### src/rtl/cfg_route_pkg.sv
package cfg_route_pkg;
  localparam int MODE_W = 3;

  typedef enum logic [MODE_W-1:0] {
    RM_MSER_PROM = 3'd0,
    RM_MSER_UP   = 3'd1,
    RM_MBYTE_PROM = 3'd2,
    RM_MBYTE_UP  = 3'd3,
    RM_SSER      = 3'd4,
    RM_JTAG      = 3'd5,
    RM_SBYTE     = 3'd6,
    RM_EXT       = 3'd7
  } route_mode_e;

  localparam logic [MODE_W-1:0] PINS_MSER  = 3'b000;
  localparam logic [MODE_W-1:0] PINS_MBYTE = 3'b011;
  localparam logic [MODE_W-1:0] PINS_JTAG  = 3'b101;
  localparam logic [MODE_W-1:0] PINS_SBYTE = 3'b110;
endpackage

### src/rtl/cfg_mode_settle.sv
module cfg_mode_settle
  import cfg_route_pkg::*;
#(
  parameter int SETTLE_CYCLES = 16
) (
  input  logic              clk,
  input  logic              rst_n,
  input  logic [MODE_W-1:0] sel_raw,
  output route_mode_e       mode_q,
  output logic              mode_valid
);
  localparam int CNT_W = $clog2(SETTLE_CYCLES + 1);
  localparam logic [CNT_W-1:0] CNT_MAX = CNT_W'(SETTLE_CYCLES);

  logic [MODE_W-1:0] sync1_q, sync2_q, cand_q, cand_d;
  logic [CNT_W-1:0]  cnt_q, cnt_d;
  logic              cnt_en;

  always_comb begin
    cand_d = cand_q;
    cnt_d  = cnt_q;
    cnt_en = 1'b0;
    if (sync2_q != cand_q) begin
      cand_d = sync2_q;
      cnt_d  = '0;
      cnt_en = 1'b1;
    end else if (cnt_q != CNT_MAX) begin
      cnt_d  = cnt_q + 1'b1;
      cnt_en = 1'b1;
    end
  end

  always_ff @(posedge clk or negedge rst_n) begin
    if (!rst_n) begin
      sync1_q <= RM_EXT;
      sync2_q <= RM_EXT;
      cand_q  <= RM_EXT;
      cnt_q   <= '0;
    end else begin
      sync1_q <= sel_raw;
      sync2_q <= sync1_q;
      if (cnt_en) begin
        cand_q <= cand_d;
        cnt_q  <= cnt_d;
      end
    end
  end

  assign mode_q     = route_mode_e'(cand_q);
  assign mode_valid = (cnt_q == CNT_MAX) && (sync2_q == cand_q);

  // a settled setup never switches without passing through a released cycle
  assert_hold_stable_R1: assert property (@(posedge clk) disable iff (!rst_n)
    (mode_valid && $past(mode_valid)) |-> $stable(mode_q));
endmodule

### src/rtl/cfg_chain_status.sv
module cfg_chain_status #(
  parameter int N_LINES = 2
) (
  input  logic [N_LINES-1:0] local_i,
  input  logic [N_LINES-1:0] dn_i,
  input  logic               dn_present,
  output logic [N_LINES-1:0] up_o
);
  for (genvar g = 0; g < N_LINES; g++) begin : g_line
    // absent board reads as a pulled-up line
    assign up_o[g] = local_i[g] & (dn_i[g] | ~dn_present);
  end
endmodule

### src/rtl/cfg_route_xbar.sv
module cfg_route_xbar
  import cfg_route_pkg::*;
#(
  parameter int DATA_W = 8
) (
  input  route_mode_e       mode,
  input  logic              mode_valid,
  input  logic              hdr_sel,
  input  logic              prom_din,
  input  logic [DATA_W-1:0] prom_byte,
  input  logic              conn_cclk,
  input  logic [DATA_W-1:0] conn_data,
  input  logic [MODE_W-1:0] conn_mode,
  input  logic              conn_cs,
  input  logic              conn_rdwr,
  input  logic              hdr_cclk,
  input  logic [DATA_W-1:0] hdr_data,
  input  logic [MODE_W-1:0] hdr_mode,
  input  logic              hdr_cs,
  input  logic              hdr_rdwr,
  input  logic              tgt_cclk_i,
  input  logic [DATA_W-1:0] tgt_data_i,
  output logic              prom_cclk_o,
  output logic              src_cclk_o,
  output logic [DATA_W-1:0] src_data_o,
  output logic              src_data_oe,
  output logic              tgt_cclk_o,
  output logic              tgt_cclk_oe,
  output logic [DATA_W-1:0] tgt_data_o,
  output logic [DATA_W-1:0] tgt_data_oe,
  output logic [MODE_W-1:0] tgt_mode_o,
  output logic              tgt_mode_oe,
  output logic              tgt_cs_o,
  output logic              tgt_rdwr_o,
  output logic              tgt_ctl_oe,
  output logic              dn_cclk_o,
  output logic [DATA_W-1:0] dn_data_o,
  output logic              dn_oe
);
  localparam logic [DATA_W-1:0] LANE0 = DATA_W'(1);
  localparam logic [DATA_W-1:0] LANES = '1;

  logic              s_cclk, s_cs, s_rdwr;
  logic [DATA_W-1:0] s_data;
  logic [MODE_W-1:0] s_mode;

  always_comb begin
    s_cclk = hdr_sel ? hdr_cclk : conn_cclk;
    s_data = hdr_sel ? hdr_data : conn_data;
    s_mode = hdr_sel ? hdr_mode : conn_mode;
    s_cs   = hdr_sel ? hdr_cs   : conn_cs;
    s_rdwr = hdr_sel ? hdr_rdwr : conn_rdwr;

    prom_cclk_o = 1'b0;  src_cclk_o  = 1'b0;
    src_data_o  = '0;    src_data_oe = 1'b0;
    tgt_cclk_o  = 1'b0;  tgt_cclk_oe = 1'b0;
    tgt_data_o  = '0;    tgt_data_oe = '0;
    tgt_mode_o  = '0;    tgt_mode_oe = 1'b0;
    tgt_cs_o    = 1'b0;  tgt_rdwr_o  = 1'b0;  tgt_ctl_oe = 1'b0;
    dn_cclk_o   = 1'b0;  dn_data_o   = '0;    dn_oe      = 1'b0;

    if (mode_valid) begin
      case (mode)
        RM_MSER_PROM, RM_MSER_UP: begin
          tgt_mode_o  = PINS_MSER;
          tgt_mode_oe = 1'b1;
          tgt_data_o  = (mode == RM_MSER_PROM) ? DATA_W'(prom_din) : DATA_W'(s_data[0]);
          tgt_data_oe = LANE0;
          dn_cclk_o   = tgt_cclk_i;
          dn_data_o   = tgt_data_o;
          dn_oe       = 1'b1;
          if (mode == RM_MSER_PROM) prom_cclk_o = tgt_cclk_i;
          else                      src_cclk_o  = tgt_cclk_i;
        end
        RM_MBYTE_PROM: begin
          tgt_mode_o  = PINS_MBYTE;
          tgt_mode_oe = 1'b1;
          tgt_cs_o    = 1'b0;
          tgt_rdwr_o  = 1'b1;
          tgt_ctl_oe  = 1'b1;
          tgt_data_o  = prom_byte;
          tgt_data_oe = LANES;
          dn_cclk_o   = tgt_cclk_i;
          dn_data_o   = prom_byte;
          dn_oe       = 1'b1;
          prom_cclk_o = tgt_cclk_i;
        end
        RM_MBYTE_UP: begin
          tgt_mode_o  = s_mode;
          tgt_mode_oe = 1'b1;
          tgt_cs_o    = s_cs;
          tgt_rdwr_o  = s_rdwr;
          tgt_ctl_oe  = 1'b1;
          tgt_data_o  = s_data;
          tgt_data_oe = LANES;
          dn_cclk_o   = tgt_cclk_i;
          dn_data_o   = s_data;
          dn_oe       = 1'b1;
          src_cclk_o  = tgt_cclk_i;
        end
        RM_SSER: begin
          tgt_cclk_o  = s_cclk;
          tgt_cclk_oe = 1'b1;
          tgt_data_o  = DATA_W'(s_data[0]);
          tgt_data_oe = LANE0;
          tgt_mode_o  = s_mode;
          tgt_mode_oe = 1'b1;
          tgt_cs_o    = s_cs;
          tgt_rdwr_o  = s_rdwr;
          tgt_ctl_oe  = 1'b1;
        end
        RM_JTAG: begin
          tgt_mode_o  = PINS_JTAG;
          tgt_mode_oe = 1'b1;
        end
        RM_SBYTE: begin
          tgt_mode_o  = PINS_SBYTE;
          tgt_mode_oe = 1'b1;
          tgt_cclk_o  = s_cclk;
          tgt_cclk_oe = 1'b1;
          tgt_cs_o    = s_cs;
          tgt_rdwr_o  = s_rdwr;
          tgt_ctl_oe  = 1'b1;
          if (s_rdwr) begin
            tgt_data_o  = s_data;
            tgt_data_oe = LANES;
          end else begin
            src_data_o  = tgt_data_i;
            src_data_oe = 1'b1;
          end
        end
        default: ;
      endcase
    end
  end
endmodule

### src/rtl/cfg_route_matrix.sv
module cfg_route_matrix
  import cfg_route_pkg::*;
#(
  parameter int DATA_W        = 8,
  parameter int SETTLE_CYCLES = 16
) (
  input  logic              clk,
  input  logic              rst_n,
  input  logic [2:0]        mode_sel,
  input  logic              hdr_sel,
  input  logic              prom_din,
  input  logic [DATA_W-1:0] prom_byte,
  output logic              prom_cclk_o,
  input  logic              conn_cclk,
  input  logic [DATA_W-1:0] conn_data,
  input  logic [2:0]        conn_mode,
  input  logic              conn_cs,
  input  logic              conn_rdwr,
  input  logic              hdr_cclk,
  input  logic [DATA_W-1:0] hdr_data,
  input  logic [2:0]        hdr_mode,
  input  logic              hdr_cs,
  input  logic              hdr_rdwr,
  output logic              src_cclk_o,
  output logic [DATA_W-1:0] src_data_o,
  output logic              src_data_oe,
  output logic              src_init_o,
  output logic              src_done_o,
  input  logic              tgt_cclk_i,
  input  logic [DATA_W-1:0] tgt_data_i,
  input  logic              tgt_init_i,
  input  logic              tgt_done_i,
  output logic              tgt_cclk_o,
  output logic              tgt_cclk_oe,
  output logic [DATA_W-1:0] tgt_data_o,
  output logic [DATA_W-1:0] tgt_data_oe,
  output logic [2:0]        tgt_mode_o,
  output logic              tgt_mode_oe,
  output logic              tgt_cs_o,
  output logic              tgt_rdwr_o,
  output logic              tgt_ctl_oe,
  input  logic              dn_present,
  input  logic              dn_init_i,
  input  logic              dn_done_i,
  output logic              dn_cclk_o,
  output logic [DATA_W-1:0] dn_data_o,
  output logic              dn_oe
);
  localparam int N_STATUS = 2;

  logic              rst_meta_q, rst_sync_n;
  route_mode_e       mode;
  logic              mode_valid;
  logic [N_STATUS-1:0] status_up;
  logic              any_oe;

  // asynchronous assertion, synchronous release
  always_ff @(posedge clk or negedge rst_n) begin
    if (!rst_n) begin
      rst_meta_q <= 1'b0;
      rst_sync_n <= 1'b0;
    end else begin
      rst_meta_q <= 1'b1;
      rst_sync_n <= rst_meta_q;
    end
  end

  cfg_mode_settle #(.SETTLE_CYCLES(SETTLE_CYCLES)) u_settle (
    .clk(clk), .rst_n(rst_sync_n), .sel_raw(mode_sel),
    .mode_q(mode), .mode_valid(mode_valid)
  );

  cfg_route_xbar #(.DATA_W(DATA_W)) u_xbar (
    .mode(mode), .mode_valid(mode_valid), .hdr_sel(hdr_sel),
    .prom_din(prom_din), .prom_byte(prom_byte),
    .conn_cclk(conn_cclk), .conn_data(conn_data), .conn_mode(conn_mode),
    .conn_cs(conn_cs), .conn_rdwr(conn_rdwr),
    .hdr_cclk(hdr_cclk), .hdr_data(hdr_data), .hdr_mode(hdr_mode),
    .hdr_cs(hdr_cs), .hdr_rdwr(hdr_rdwr),
    .tgt_cclk_i(tgt_cclk_i), .tgt_data_i(tgt_data_i),
    .prom_cclk_o(prom_cclk_o), .src_cclk_o(src_cclk_o),
    .src_data_o(src_data_o), .src_data_oe(src_data_oe),
    .tgt_cclk_o(tgt_cclk_o), .tgt_cclk_oe(tgt_cclk_oe),
    .tgt_data_o(tgt_data_o), .tgt_data_oe(tgt_data_oe),
    .tgt_mode_o(tgt_mode_o), .tgt_mode_oe(tgt_mode_oe),
    .tgt_cs_o(tgt_cs_o), .tgt_rdwr_o(tgt_rdwr_o), .tgt_ctl_oe(tgt_ctl_oe),
    .dn_cclk_o(dn_cclk_o), .dn_data_o(dn_data_o), .dn_oe(dn_oe)
  );

  cfg_chain_status #(.N_LINES(N_STATUS)) u_status (
    .local_i({tgt_done_i, tgt_init_i}), .dn_i({dn_done_i, dn_init_i}),
    .dn_present(dn_present), .up_o(status_up)
  );

  assign src_init_o = status_up[0];
  assign src_done_o = status_up[1];

  assign any_oe = tgt_cclk_oe | (|tgt_data_oe) | tgt_mode_oe | tgt_ctl_oe
                | dn_oe | src_data_oe;

  assert_idle_release_R1: assert property (@(posedge clk) disable iff (!rst_sync_n)
    !mode_valid |-> !any_oe);

  assert_ext_release_R7: assert property (@(posedge clk) disable iff (!rst_sync_n)
    (mode_valid && mode == RM_EXT) |-> !any_oe);

  assert_no_fight_R6: assert property (@(posedge clk) disable iff (!rst_sync_n)
    !((|tgt_data_oe) && src_data_oe));

  assert_cclk_owner_R4: assert property (@(posedge clk) disable iff (!rst_sync_n)
    tgt_cclk_oe |-> (mode == RM_SSER || mode == RM_SBYTE));

  assert_init_merge_R8: assert property (@(posedge clk) disable iff (!rst_sync_n)
    src_init_o |-> (tgt_init_i && (dn_init_i || !dn_present)));

  assert_done_merge_R8: assert property (@(posedge clk) disable iff (!rst_sync_n)
    src_done_o |-> (tgt_done_i && (dn_done_i || !dn_present)));
endmodule

### config.mk
export PLATFORM = sky130hd
export DESIGN_NAME = cfg_route_matrix
export DESIGN_NICKNAME = d
export VERILOG_FILES = /design/src/rtl/cfg_route_pkg.sv /design/src/rtl/cfg_mode_settle.sv /design/src/rtl/cfg_chain_status.sv /design/src/rtl/cfg_route_xbar.sv /design/src/rtl/cfg_route_matrix.sv
export SDC_FILE = /design/constraint.sdc
export NUM_CORES = 1
export LEC_CHECK = 0
export CORE_MARGIN = 1.5
export CORE_UTILIZATION = 35
export DETAILED_ROUTE_END_ITERATION = 10
export PLACE_DENSITY = 0.85
export SYNTH_ARGS = -nofsm -noshare
export SYNTH_HDL_FRONTEND = slang
export SYNTH_HIERARCHICAL = 1
export SYNTH_SLANG_ARGS = --single-unit
### constraint.sdc
create_clock -name clk -period 4.7 [get_ports clk]
set_input_delay 0.47 -clock clk [delete_from_list [all_inputs] [get_ports clk]]
set_output_delay 0.47 -clock clk [all_outputs]
set_load 0.1 [all_outputs]
==> run summary <==
Core ar. = 0.00344 mm^2
Die height = 63.9 um
Relative slew slack = 35.2%
DRC viols = 0
Syn avg cell area = 8.78 um^2
Crit Path Class = reg2out
CTS tree = built
Post-synthesis cell count = 148
Synthesized cell area = 0.00130 mm^2
Part of the power in registers = 45.5%
Main synth FF type = dfstp_2
Fill cell count = 304
Max Cap Viol = 0
Avg WL per Cell = 13.0 um
Slew Viols, Final = 0
Initial antenna violation count = 0
CP max FO = 14
Most common cell after layout, fill and taps aside = clkdlybuf4s50_1
H-Tree Depth = 1
Max VDD drop = 0.203 mV
Via density = 4.64
Die area = 0.00409 mm^2
Post-synth EDFFs = 0
Proportion of layout cells with a drive suffix above 1 = 28.5%
Synth warn = 6
Remaining Overflow, GRT = 0
Nets = 302
Power Density = 152 mW/mm^2
Final GP Congestion = 0.848
Clock group share of total power = 28.8%
Final hold violation count = 0
Drt pass-1 iters = 4
Multi-input logic area = 753 um^2
Number of synthesized register bits = 16
Layout area overhead = 72.7%
Die Wd = 63.9 um
Placed instance count = 284
Num CTS Buffers = 3
Clk buf depth = 2
Total track usage = 17.7%
Row cnt = 21
Worst min path class = reg2async
Startpoint Class = register
Clock root cell = clkbuf_8
Setup bufs post-CTS = 0
FF/Latch Area = 412 um^2
Drt initial violations = 31
Most frequent cells in the layout = 59 x clkdlybuf4s50_1, 47 x buf_4, 17 x o21ai_0, 13 x mux2i_1, 12 x nand2_1
Final antenna-violating net count = 0
Pre-CTS setup slack = 1150 ps
Synth cell types = 39
Cell Count, Final, Fillers Out = 288
Switching Fraction = 22.8%
Worst-Skew Late Latency = 240 ps
P_int = 264 uW
Clock transition at path regs = 50 ps
Antenna fix cells = 0
Setup_tns = 0 ps
Fin crit period = 3780 ps
Post-CTS Hold Buffers = 0
Post_cts resized = 0
Clock skew = 1.39 ps
Final setup vio count = 0
Logic pwr share = 25.7%
RSZ-0062 raised after global routing = false
DR vias = 1335
Hpwl dp = 3190 um
Worst Path Arrival = 3310 ps
Clock sinks = 16
Worst-margin pin slew = 968 ps
Worst EP required = 4230 ps
Fin worst setup slack = 915 ps
First-pass GRT wire length = 5850 um
Initial Util = 37.8%
Critical Path Sink Type = output port
Fmax = 0.264 GHz
Final hold slack = 201 ps
Total wire length = 3740 um
Sequential area share after synthesis = 31.7%
Largest net degree at the start of global routing = 15
Status = complete, no violations
Leakage = 0.00105 uW
Mapped Nets = 207
Vias in the first global route = 1276
Synth async-reset ratio = 100%
Sw power = 78.1 uW
Ports = 105
Final Util = 65.2%
Port Buffer Count = 104
Period utilization = 80.5%
## power groups by stage
stage               Sequential, uW  Combinational (uW)  Clock (uW)
floorplan                      153                41.4           0
global placement               157                87.2           0
detailed placement             158                88.0           0
CTS                            156                88.4         103
global route                   157                94.2         109
finish                         156                87.9        98.4
## registers in the layout (all words and copies together) (netlist names)
register          cells
u_settle/cnt_q        5
u_settle/mode_q       3
u_settle/sync1_q      3
u_settle/sync2_q      3
rst_meta_q            1
rst_sync_n            1
## critical path, cell delays in order (launching register included)
cell and delay, ps:
dfstp_2 690, xnor2_1 150, nand3_1 180, nor2b_1 630
nand3b_4 210, inv_1 90, clkdlybuf4s50_1 1120
## cell families after synthesis
logic type	synth area share, %
DFF	31.7
buffers and inverters	10.8
and+or+nand+nor	23.5
muxes	13.8
adders and majority gates	1.92
xor gates and xnor gates	4.72
other	0.288
AOI/OAI and AO/OA	13.4
## stage by stage
step	power (uW)	area, um^2
floorplan	194	1310
global placement	245	2200
detailed placement	246	2200
CTS	348	2240
global route	361	2240
finish	342	2240
## path summary, 6_finish.rpt
kind                                                      from                            end  slack, ps  cells past startpoint
worst max-delay path            u_settle/mode_q[2]$_DFFE_PN1P_                    tgt_cclk_oe        920                      6
worst min-delay path                      rst_sync_n$_DFF_PN0_  u_settle/cnt_q[3]$_DFFE_PN0P_        200                      0
worst max register to register  u_settle/mode_q[2]$_DFFE_PN1P_  u_settle/cnt_q[2]$_DFFE_PN0P_       3340                      3
worst min register to register            rst_sync_n$_DFF_PN0_  u_settle/cnt_q[3]$_DFFE_PN0P_        200                      0
max in group asynchronous                 rst_sync_n$_DFF_PN0_  u_settle/sync2_q[0]$_DFF_PN1_       4150                      0
min in group clk                 u_settle/sync1_q[0]$_DFF_PN1_  u_settle/sync2_q[0]$_DFF_PN1_        360                      0
## cell usage after synthesis, types with 2 or more instances
library cell	number	share of area (%)
a21boi_1	2	1.2
mux2_2	3	2.6
buf_6	2	1.7
inv_1	9	2.6
buf_2	4	1.5
dfstp_2	9	18
nor3_1	3	1.2
a31oi_1	3	1.4
dfrtp_1	7	13
and3_1	2	0.96
nand3_1	3	1.2
xnor2_1	5	3.4
buf_4	7	4.0
o21ai_0	17	6.5
xor2_1	2	1.3
nor2_1	9	2.6
nor2b_1	3	1.4
and2_1	9	4.3
a21oi_1	3	1.2
ha_1	2	1.9
mux2i_1	13	10
nand2_1	12	3.5
clkbuf_1	3	0.87
## layout make-up
cell class | count | area share [%]
Timing Repair Buffer | 106 | 42.0
Tap cell | 46 | 2.56
Clock buffer | 4 | 2.01
Inverter | 9 | 1.51
Sequential cell | 16 | 18.3
Multi-Input combinational cell | 107 | 33.6
## per-layer routing
metal	share of wire (%)	vias to the layer above	GRT usage [%]	routed length, um
li1	-	685	-	-
met1	41	588	20.8	1520
met2	50	58	32.7	1860
met3	9.1	4	3.52	342
met4	0.59	0	4.08	22
met5	0	-	0	0
Power figures use the tool's default switching activity.
